<file path="src/rtl/irq_pkg.sv">
package irq_pkg;
  localparam int unsigned NUM_SRC_DEF  = 16;
  localparam int unsigned DATA_W_DEF   = 32;
  localparam int unsigned ADDR_W_DEF   = 16;
  localparam logic [15:0] STAT_OFS_DEF = 16'h1070;
  localparam logic [15:0] MASK_OFS_DEF = 16'h1074;
  localparam int unsigned DMA_SRC_BIT  = 3;

  typedef enum logic [1:0] {
    SEL_NONE = 2'b00,
    SEL_STAT = 2'b01,
    SEL_MASK = 2'b10
  } reg_sel_e;
endpackage

</file>
<file path="src/rtl/irq_addr_dec.sv">
module irq_addr_dec #(
  parameter int unsigned ADDR_W   = 16,
  parameter logic [ADDR_W-1:0] STAT_OFS = '0,
  parameter logic [ADDR_W-1:0] MASK_OFS = '0
) (
  input  logic [ADDR_W-1:0] addr_i,
  output irq_pkg::reg_sel_e sel_o
);
  always_comb begin
    if (addr_i == STAT_OFS)      sel_o = irq_pkg::SEL_STAT;
    else if (addr_i == MASK_OFS) sel_o = irq_pkg::SEL_MASK;
    else                         sel_o = irq_pkg::SEL_NONE;
  end
endmodule

</file>
<file path="src/rtl/irq_stat_bit.sv">
module irq_stat_bit (
  input  logic clk_i,
  input  logic rst_ni,
  input  logic req_i,
  input  logic ack_we_i,
  input  logic ack_keep_i,
  output logic q_o
);
  logic q_d;

  // request beats a same-cycle clear
  always_comb begin
    q_d = q_o;
    if (ack_we_i) q_d = q_o & ack_keep_i;
    if (req_i)    q_d = 1'b1;
  end

  always_ff @(posedge clk_i or negedge rst_ni) begin
    if (!rst_ni) q_o <= 1'b0;
    else         q_o <= q_d;
  end
endmodule

</file>
<file path="src/rtl/irq_mask_reg.sv">
module irq_mask_reg #(
  parameter int unsigned WIDTH = 16
) (
  input  logic             clk_i,
  input  logic             rst_ni,
  input  logic             we_i,
  input  logic [WIDTH-1:0] d_i,
  output logic [WIDTH-1:0] q_o
);
  always_ff @(posedge clk_i or negedge rst_ni) begin
    if (!rst_ni)   q_o <= '0;
    else if (we_i) q_o <= d_i;
  end
endmodule

</file>
<file path="src/rtl/irq_stat_mask.sv">
module irq_stat_mask #(
  parameter int unsigned NUM_SRC  = irq_pkg::NUM_SRC_DEF,
  parameter int unsigned DATA_W   = irq_pkg::DATA_W_DEF,
  parameter int unsigned ADDR_W   = irq_pkg::ADDR_W_DEF,
  parameter logic [ADDR_W-1:0] STAT_OFS = irq_pkg::STAT_OFS_DEF,
  parameter logic [ADDR_W-1:0] MASK_OFS = irq_pkg::MASK_OFS_DEF
) (
  input  logic              clk_i,
  input  logic              rst_ni,
  input  logic [ADDR_W-1:0] addr_i,
  input  logic              wr_en_i,
  input  logic [DATA_W-1:0] wdata_i,
  output logic [DATA_W-1:0] rdata_o,
  input  logic [NUM_SRC-1:0] req_i,
  output logic              irq_o
);
  localparam int unsigned PAD_W = DATA_W - NUM_SRC;

  irq_pkg::reg_sel_e  sel;
  logic               stat_we;
  logic               mask_we;
  logic [NUM_SRC-1:0] wr_lo;
  logic [NUM_SRC-1:0] stat_q;
  logic [NUM_SRC-1:0] mask_q;

  irq_addr_dec #(
    .ADDR_W  (ADDR_W),
    .STAT_OFS(STAT_OFS),
    .MASK_OFS(MASK_OFS)
  ) u_dec (
    .addr_i(addr_i),
    .sel_o (sel)
  );

  assign stat_we = wr_en_i && (sel == irq_pkg::SEL_STAT);
  assign mask_we = wr_en_i && (sel == irq_pkg::SEL_MASK);
  assign wr_lo   = wdata_i[NUM_SRC-1:0];

  for (genvar k = 0; k < NUM_SRC; k++) begin : g_stat
    irq_stat_bit u_bit (
      .clk_i     (clk_i),
      .rst_ni    (rst_ni),
      .req_i     (req_i[k]),
      .ack_we_i  (stat_we),
      .ack_keep_i(wr_lo[k]),
      .q_o       (stat_q[k])
    );
  end

  irq_mask_reg #(.WIDTH(NUM_SRC)) u_mask (
    .clk_i (clk_i),
    .rst_ni(rst_ni),
    .we_i  (mask_we),
    .d_i   (wr_lo),
    .q_o   (mask_q)
  );

  assign irq_o = |(stat_q & mask_q);

  always_comb begin
    unique case (sel)
      irq_pkg::SEL_STAT: rdata_o = {{PAD_W{1'b0}}, stat_q};
      irq_pkg::SEL_MASK: rdata_o = {{PAD_W{1'b0}}, mask_q};
      default:           rdata_o = '0;
    endcase
  end
endmodule

</file>
<file path="config.mk">
export PLATFORM = sky130hd
export DESIGN_NAME = irq_stat_mask
export DESIGN_NICKNAME = d
export VERILOG_FILES = /design/src/rtl/irq_pkg.sv /design/src/rtl/irq_addr_dec.sv /design/src/rtl/irq_stat_bit.sv /design/src/rtl/irq_mask_reg.sv /design/src/rtl/irq_stat_mask.sv
export SDC_FILE = /design/constraint.sdc
export NUM_CORES = 1
export LEC_CHECK = 0
export CORE_ASPECT_RATIO = 0.8
export CORE_MARGIN = 2
export CORE_UTILIZATION = 35
export CTS_BUF_LIST = sky130_fd_sc_hd__clkbuf_2
export CTS_CLUSTER_DIAMETER = 30
export CTS_CLUSTER_SIZE = 20
export DETAILED_ROUTE_END_ITERATION = 8
export PLACE_DENSITY = 0.74
export SLEW_MARGIN = 20
export SYNTH_ARGS = -nofsm -noshare
export SYNTH_HDL_FRONTEND = slang
export SYNTH_SLANG_ARGS = --single-unit
</file>
<file path="constraint.sdc">
create_clock -name clk_i -period 6.6 [get_ports clk_i]
set_clock_uncertainty 0.2 [all_clocks]
set_input_delay 1.32 -clock clk_i [delete_from_list [all_inputs] [get_ports clk_i]]
set_output_delay 1.32 -clock clk_i [all_outputs]
set_load 0.1 [all_outputs]
</file>
==> impl_metrics.tcl, run 1 <==
set metrics [dict create \
    synth-edff-count 0 \
    slew-limit-headroom_pct 25.22 \
    routed-via-count 1503 \
    crit_arrival_ns 3.71 \
    grt_pass1_vias 1461 \
    clock_latency_ns 0.38 \
    vdd_drop_max_uv 76.86 \
    worst_path_most_repeated_cell "buf_4" \
    ys_warn_count 0 \
    crit_slowest_cell "nor3_2" \
    tightest_slew_ns 1.113 \
    antenna_found_initial 0 \
    crit_type "input port to output pin" \
    drv_slew 0 \
    fin_setup_tns_ns 0 \
    dieArea_um2 5734 \
    fp.dieW_um 84.16 \
    grt_pass1_wl_mm 7.162 \
    synth_common_cells "dfrtp_1, nand2b_1, a22o_1, buf_4, o41ai_1" \
    syn_avg_cell_area_um2 11.46 \
    async_reset_ff_share_pct 100.0 \
    final-setup-viol-count 0 \
    fin_crit_ns 5.227 \
    hold_path_depth 1 \
    clockBufferDepth 2 \
    num_antenna_cells 0 \
    reg2regPathDepth 1 \
    overflow 0 \
    required_ns 5.08 \
    min_period_over_period_pct 79.19 \
    placedCellCount 282 \
    cp_max_fo 19 \
    drive_gt1_share_pct 16.67 \
    min-delay-path-class "register to register" \
    yosysTopAreaCell "dfrtp_1" \
    slowest_delay_ns 0.61 \
    drv_cap 0 \
    row_count 23 \
    htree_levels 2 \
    ys_seq_area_share_pct 44.51 \
    status "finished clean" \
    path_buf_inv 3 \
    drt_first_pass_iters 4 \
    synth-seq-cells 32 \
    cts_hold_buffers 0 \
    dp_hpwl_mm 3.328 \
    synth.top_cell.area_share_pct 44.51 \
    clk_pin_slew_ns 0.15 \
    r2r_slack_ns 5.59 \
    hold_viol_final 0 \
    synth_flop_cell "dfrtp_1" \
    r2r-end "u_mask.q_o[7]$_DFFE_PN0P_" \
    top_level_ports 100 \
    crit_path_start_kind "input port" \
    cts_sinks 32 \
    cts_buffers 5 \
    globalplace.congestion 0.7112 \
    cts_tree "yes" \
    p_leak_nw 1.050 \
    whs_endpoint "u_mask.q_o[13]$_DFFE_PN0P_" \
    synth_area_um2 1799 \
    routed_via_density 5.183 \
    ys_types 22 \
    ctsResizeCount 0 \
    fin_nets 294 \
    postCtsSetupBuffers 0 \
    wl_mm 4.617 \
    port-buffer-count 67 \
    drt_iter0_markers 81 \
    die_y_um 68.13 \
    clockRootBuffer "clkbuf_2" \
    fmax_ghz 0.1913 \
    netlist_instances 157 \
    final_antenna_net_count 0 \
    power_density_nw_per_um2 165.3 \
    cp_cell_sequence "clkdlybuf4s50_1, nor4b_2, nand2_2, nor3_2, buf_4, a22o_1, buf_4" \
    drc 0 \
    syn2layout_area_growth_pct 39.15 \
    hold_start "u_mask.q_o[13]$_DFFE_PN0P_" \
    initial_core_util_pct 36.14 \
    post_drt_wl_per_cell_um 15.92 \
    synth_area_leaders "dfrtp_1, nand2b_1, a22o_1" \
    crit_path_end_kind "output pin" \
    stdcell_count 290 \
    crit_family "simple AND/OR/NAND/NOR gates" \
    r2r_start "u_mask.q_o[7]$_DFFE_PN0P_" \
    rsz0062_at_grt "false" \
    core_um2 4979 \
    grtUsageTotal_pct 16.42 \
    grt_start_max_net_pins 33 \
]
==> through the flow <==
step | hold WS, ns | utilization, % | setup slack, ns | total power, mW | instance area (um^2)
floorplan | 0.2817 | - | 1.896 | 0.2561 | 1856
global placement | 0.2948 | 49.03 | 1.383 | 0.2857 | 2441
detailed placement | 0.3078 | 49.03 | 1.340 | 0.2859 | 2441
CTS | 0.3423 | 50.29 | 1.330 | 0.4176 | 2504
global route | 0.3669 | 50.29 | 1.229 | 0.4289 | 2504
finish | 0.3418 | 50.29 | 1.373 | 0.4139 | 2504
==> final cells by class <==
| cell class | instances | area, um^2 |
|---|---|---|
| clock buffers | 5 | 25.02 |
| clock inverters | 3 | 37.54 |
| fillers | 471 | 2475 |
| inverters | 2 | 7.507 |
| multi-input cells | 114 | 887.1 |
| flip-flops and latches | 32 | 800.8 |
| well taps | 62 | 77.57 |
| repair buffers | 72 | 668.1 |
==> state kept, by name (all words and copies together), names as in the netlist <==
register / count
g_stat.u_bit.q_o: 16
u_mask.q_o: 16
==> worst max path at each step <==
stage | startpoint | to | slack (ns) | cells after the start
2_1_floorplan | addr_i[9] | rdata_o[10] | 1.90 | 5
3_3_place_gp | addr_i[11] | rdata_o[8] | 1.38 | 7
3_5_place_dp | addr_i[11] | rdata_o[15] | 1.34 | 7
4_1_cts | addr_i[11] | rdata_o[15] | 1.33 | 7
5_1_grt | addr_i[11] | rdata_o[0] | 1.23 | 7
6_report | addr_i[11] | rdata_o[15] | 1.37 | 7
==> report_power, final <==
group          switching [mW]  internal, mW  total (mW)
clock                  0.0698        0.0618       0.132
sequential          0.0000267         0.196       0.196
combinational          0.0548        0.0313      0.0861
total                   0.125         0.289       0.414
==> placed cells by master, fill, tap and decap left out, drive strengths merged <==
cell / Yosys / final
nand2b: 32 / 32
nor4: 1 / 1
bufinv: 0 / 1
clkbuf: 5 / 5
nand4: 1 / 1
dfrtp: 32 / 32
inv: 2 / 2
mux2: 16 / 16
clkinv: 0 / 2
nor4bb: 1 / 1
a221oi: 4 / 4
buf: 19 / 21
o41ai: 16 / 16
nor4b: 2 / 2
nor3: 3 / 3
a22o: 20 / 20
nand2: 2 / 2
conb: 1 / 16
clkdlybuf4s50: 0 / 51
==> kinds of logic after synthesis <==
family,after synthesis,synth area share (%)
AO/OA/AOI/OAI,40,19.47
flip-flops,32,44.51
AND/OR/NAND/NOR,42,16.48
multiplexers,16,10.01
buffers and inverters,26,9.319
other,1,0.2084
==> routing by layer <==
layer	GRT usage [%]	vias up	share of wire, %	wire length (um)
met3	4.463	9	6.5	299
met5	0	-	0	0
met4	6.048	0	1.3	61
met1	21.97	728	46	2121
met2	25.79	60	46	2135
li1	-	706	-	-
Note: power is estimated with default switching activity, not from simulation.
==> run 2: changes to the inputs <==
==> constraint.sdc (replaced) <==
create_clock -name clk_i -period 5.2 [get_ports clk_i]
set_clock_uncertainty 0.2 [all_clocks]
set_input_delay 1.04 -clock clk_i [delete_from_list [all_inputs] [get_ports clk_i]]
set_output_delay 1.04 -clock clk_i [all_outputs]
set_load 0.1 [all_outputs]
==> run 2 against run 1 <==
Via count is essentially flat; clock power shrank 11%; utilization grew 3.9 points; non-clock buffer count grew 3; final area grew 7.8%; die area is the same; flip-flop and latch count is the same; register-to-register slack lost 1.4 ns; first-iteration DRC count shrank 14%; sequential power grew 27%; largest power group unchanged; highest routed layer unchanged.
==> impl_metrics.tcl, run 2 (synthesized netlist as in run 1, its figures left out) <==
set metrics [dict create \
    power_density_nw_per_um2 176.4 \
    port-buffer-count 67 \
    grtUsageTotal_pct 16.50 \
    fin_crit_ns 4.243 \
    utilization_pct 54.21 \
    slowest_delay_ns 0.41 \
    postCtsSetupBuffers 0 \
    place_ws_ns 0.9714 \
    slew-limit-headroom_pct 35.83 \
    netSwitchingFraction_pct 32.62 \
    whs_ns 0.3359 \
    cp_max_fo 19 \
    p_leak_nw 1.099 \
    ctsResizeCount 0 \
    p_switching_mw 0.1553 \
    hold_start "u_mask.q_o[7]$_DFFE_PN0P_" \
    routed_via_density 5.144 \
    wl_met2_mm 2.164 \
    r2r_slack_ns 4.18 \
    cts_hold_buffers 0 \
    highest_layer "met4" \
    status "finished clean" \
    antenna_found_initial 0 \
    grt_pass1_wl_mm 7.272 \
    htree_levels 2 \
    placed_area_um2 2664 \
    cts_buffers 5 \
    fp.dieW_um 84.16 \
    drc 0 \
    die_y_um 68.13 \
    setup_slack_ns 0.9569 \
    crit_path_end_kind "output pin" \
    top_regs "g_stat.u_bit.q_o: 16 flops, u_mask.q_o: 16 flops" \
    rsz0062_at_grt "false" \
    overflow 0 \
    clk_pin_slew_ns 0.15 \
    grt_start_max_net_pins 33 \
    clock_latency_ns 0.38 \
    hold_viol_final 0 \
    cp_cell_sequence "clkdlybuf4s50_1, nor4b_2, nand2_2, nor3_2, buf_4, a22o_1, buf_12" \
    grt_pass1_vias 1461 \
    p_int_mw 0.3207 \
    final_antenna_net_count 0 \
    required_ns 3.96 \
    crit_arrival_ns 3.00 \
    crit_type "input port to output pin" \
    final_common_cell "clkdlybuf4s50_1" \
    syn2layout_area_growth_pct 50.00 \
    power_frac_clock_pct 24.7 \
    wl_mm 4.639 \
    top_level_ports 100 \
    num_antenna_cells 0 \
    layout_common_cells "clkdlybuf4s50_1, nand2b_1, dfrtp_1" \
    design_area_um2 2699 \
    path_buf_inv 3 \
    wl_met1_mm 2.134 \
    met3_length_um 281 \
    r2r_start "u_mask.q_o[10]$_DFFE_PN0P_" \
    vdd_drop_max_uv 80.80 \
    initial_core_util_pct 36.14 \
    crit_start "addr_i[11]" \
    drive_gt1_share_pct 18.26 \
    drv_slew 0 \
    crit_path_start_kind "input port" \
    routed-via-count 1502 \
    min-delay-path-class "register to register" \
    cts_sinks 32 \
    row_count 23 \
    combinationalPowerShare_pct 23.0 \
    crit_family "simple AND/OR/NAND/NOR gates" \
    power_frac_seq_pct 52.3 \
    cts_tree "yes" \
    fin_nets 297 \
    fillCellCount 450 \
    clockRootBuffer "clkbuf_2" \
    drv_cap 0 \
    dp_hpwl_mm 3.382 \
    post_drt_wl_per_cell_um 15.89 \
    tightest_slew_ns 0.9596 \
    drt_first_pass_iters 4 \
    core_um2 4979 \
    crit_slowest_cell "clkdlybuf4s50_1" \
    clockBufferDepth 2 \
    fin_setup_tns_ns 0 \
    dieArea_um2 5734 \
    fmax_ghz 0.2357 \
    globalplace.congestion 0.7673 \
    final-setup-viol-count 0 \
    drt_iter0_markers 70 \
    min_period_over_period_pct 81.60 \
]
## run 2: area by class of cell
class                           instances  area [um^2]  area share (%)
Clock buffer                            6        30.03           1.113
Clock inverter                          1        5.005          0.1854
Sequential cell                        32        800.8           29.67
Inverter                                2        7.507          0.2782
Timing Repair Buffer                   75        890.9           33.01
Tap cell                               62        77.57           2.874
Multi-Input combinational cell        114        887.1           32.87
## run 2: metal layers
| layer | vias to the layer above | track usage [%] |
|---|---|---|
| met4 | 0 | 5.444 |
| met3 | 7 | 4.584 |
| li1 | 708 | - |
| met2 | 54 | 26.88 |
| met1 | 733 | 21.53 |
| met5 | - | 0 |
## run 2: through the flow
stage / power, mW / std cells
2_1_floorplan: 0.3251 / 172
3_3_place_gp: 0.3628 / 285
3_5_place_dp: 0.3634 / 285
4_1_cts: 0.4790 / 292
5_1_grt: 0.4974 / 292
6_report: 0.4760 / 292
## run 2: worst paths after layout
check                                             endpoint  depth (start not counted)
max                                             rdata_o[6]                          7
min                              u_mask.q_o[7]$_DFFE_PN0P_                          1
max in group asynchronous        u_mask.q_o[9]$_DFFE_PN0P_                          2
min reg2reg                      u_mask.q_o[7]$_DFFE_PN0P_                          1
max reg2reg                     u_mask.q_o[10]$_DFFE_PN0P_                          1
min in group asynchronous  g_stat[7].u_bit.q_o$_DFFE_PN0P_                          2
## run 2: power by group through the flow
stage | combinational, mW | clock (mW) | sequential (mW)
floorplan | 0.0714 | 0 | 0.254
global placement | 0.109 | 0 | 0.254
detailed placement | 0.110 | 0 | 0.254
CTS | 0.110 | 0.120 | 0.249
global route | 0.115 | 0.133 | 0.249
finish | 0.110 | 0.117 | 0.249
==> run 3: changes to the inputs <==
--- a/config.mk
+++ b/config.mk
@@ -12,7 +12,7 @@
 export CTS_CLUSTER_DIAMETER = 30
 export CTS_CLUSTER_SIZE = 20
 export DETAILED_ROUTE_END_ITERATION = 8
-export PLACE_DENSITY = 0.74
+export PLACE_DENSITY = 0.77
 export SLEW_MARGIN = 20
 export SYNTH_ARGS = -nofsm -noshare
 export SYNTH_HDL_FRONTEND = slang
==> constraint.sdc (replaced) <==
create_clock -name clk_i -period 3.6 [get_ports clk_i]
set_clock_uncertainty 0.2 [all_clocks]
set_input_delay 0.72 -clock clk_i [delete_from_list [all_inputs] [get_ports clk_i]]
set_output_delay 0.72 -clock clk_i [all_outputs]
set_load 0.1 [all_outputs]
==> run 3 against run 2 <==
Die area stayed put; largest cell class unchanged; critical path depth is the same; non-clock buffer count is 6 higher; via count is 0.87% higher; routed wire length up 1.8%; clock power up 110%; combinational power is 45% higher; sequential share of layout area down 0.75 points; clock-buffer cell count down 1; worst setup slack got worse by 0.71 ns; utilization is 1.4 points higher; power rose by 61%.
==> impl_metrics.tcl, run 3 (synthesized netlist as in run 1, its figures left out) <==
set metrics [dict create \
    status "finished clean" \
    dp_hpwl_mm 3.478 \
    postCtsSetupBuffers 0 \
    antenna_found_initial 0 \
    port-buffer-count 67 \
    num_antenna_cells 0 \
    overflow 0 \
    grt_pass1_vias 1513 \
    r2r_start "u_mask.q_o[0]$_DFFE_PN0P_" \
    required_ns 2.68 \
    drt_first_pass_iters 4 \
    r2r-end "u_mask.q_o[0]$_DFFE_PN0P_" \
    drv_cap 0 \
    cp_max_fo 9 \
    core_um2 4979 \
    fin_setup_tns_ns 0 \
    drc 0 \
    layout_common_cells "clkdlybuf4s50_1, nand2b_1, dfrtp_1" \
    row_count 23 \
    routed_via_density 5.067 \
    ctsResizeCount 0 \
    crit_path_end_kind "output pin" \
    dieArea_um2 5734 \
    globalplace.congestion 0.7790 \
    min-delay-path-class "register to register" \
    routed-via-count 1515 \
    min_period_over_period_pct 93.19 \
    hold_viol_final 0 \
    syn2layout_area_growth_pct 53.89 \
    drv_slew 0 \
    drive_gt1_share_pct 20.25 \
    power_density_nw_per_um2 276.2 \
    vdd_drop_max_uv 215.2 \
    hold_start "u_mask.q_o[7]$_DFFE_PN0P_" \
    hold_path_depth 1 \
    final_common_cell "clkdlybuf4s50_1" \
    cts_sinks 32 \
    whs_endpoint "u_mask.q_o[7]$_DFFE_PN0P_" \
    clockRootBuffer "clkbuf_2" \
    cts_hold_buffers 0 \
    placedCellCount 291 \
    total_power_mw 0.7647 \
    reg2regPathDepth 1 \
    crit_arrival_ns 2.43 \
    p_leak_nw 1.138 \
    final_antenna_net_count 0 \
    clockBufferDepth 2 \
    place_ws_ns 0.2535 \
    drt_iter0_markers 90 \
    clk_pin_slew_ns 0.18 \
    design_area_um2 2769 \
    crit_path_start_kind "input port" \
    initial_core_util_pct 36.14 \
    fp.dieW_um 84.16 \
    post_drt_wl_per_cell_um 15.80 \
    htree_levels 2 \
    setup_slack_ns 0.2452 \
    fin_crit_ns 3.355 \
    cts_buffers 5 \
    grt_pass1_wl_mm 7.493 \
    crit_type "input port to output pin" \
    fin_nets 303 \
    cts_tree "yes" \
    wl_mm 4.724 \
    placed_area_um2 2706 \
    grt_start_max_net_pins 33 \
    rsz0062_at_grt "false" \
    final-setup-viol-count 0 \
    stdcell_count 299 \
    top_regs "g_stat.u_bit.q_o: 16 flops, u_mask.q_o: 16 flops" \
    die_y_um 68.13 \
    top_level_ports 100 \
    clock_latency_ns 0.39 \
    r2r_slack_ns 2.58 \
    grtUsageTotal_pct 17.07 \
    fmax_ghz 0.2981 \
]
[run 3: cell types whose count changed in the layout (fill, tap and decap cells not counted), sizes merged]
| cell | previous run | this run |
|---|---|---|
| clkinv | 1 | 2 |
| buf | 24 | 31 |
| clkbuf | 6 | 5 |
| clkdlybuf4s50 | 51 | 50 |
| bufinv | 0 | 1 |
[run 3: area by class of cell]
type                       count  area [um^2]
fill                         431         2210
timing repair buffer          81        933.4
multi-input combinational    114        887.1
sequential                    32        800.8
tap                           62        77.57
clock inverter                 3        37.54
clock buffer                   5        25.02
inverter                       2        7.507
[run 3: worst max-delay path by stage]
stage,from,to,slack (ns)
6_report,addr_i[5],rdata_o[6],0.25
4_1_cts,addr_i[5],rdata_o[6],0.24
5_1_grt,addr_i[5],rdata_o[6],0.09
3_5_place_dp,addr_i[5],rdata_o[6],0.25
3_3_place_gp,addr_i[5],rdata_o[4],0.28
2_1_floorplan,addr_i[9],rdata_o[10],0.1
[run 3: metal layers]
metal  GRT usage [%]  up-vias  wire length (um)
li1                -      722                 -
met1           22.10      741              2045
met2           28.57       45              2412
met3           4.222        7               216
met4           5.444        0                51
met5               0        -                 0
[run 3: worst max-delay path: stages]
cell	delay [ns]
clkdlybuf4s50_1	0.45
nor4bb_1	0.25
nand2_1	0.19
nor3_2	0.20
buf_4	0.21
a22o_1	0.22
buf_12	0.19
[run 3: per-stage QoR]
| step | hold slack [ns] | util (%) |
|---|---|---|
| 3_3_place_gp | 0.2952 | 54.36 |
| 6_report | 0.3469 | 55.62 |
| 3_5_place_dp | 0.3072 | 54.36 |
| 2_1_floorplan | 0.2244 | - |
| 4_1_cts | 0.3458 | 55.62 |
| 5_1_grt | 0.3747 | 55.62 |
[run 3: where the power goes]
group	switching, mW	internal [mW]
Sequential	0.0000520	0.360
Combinational	0.101	0.0589
Clock	0.132	0.113
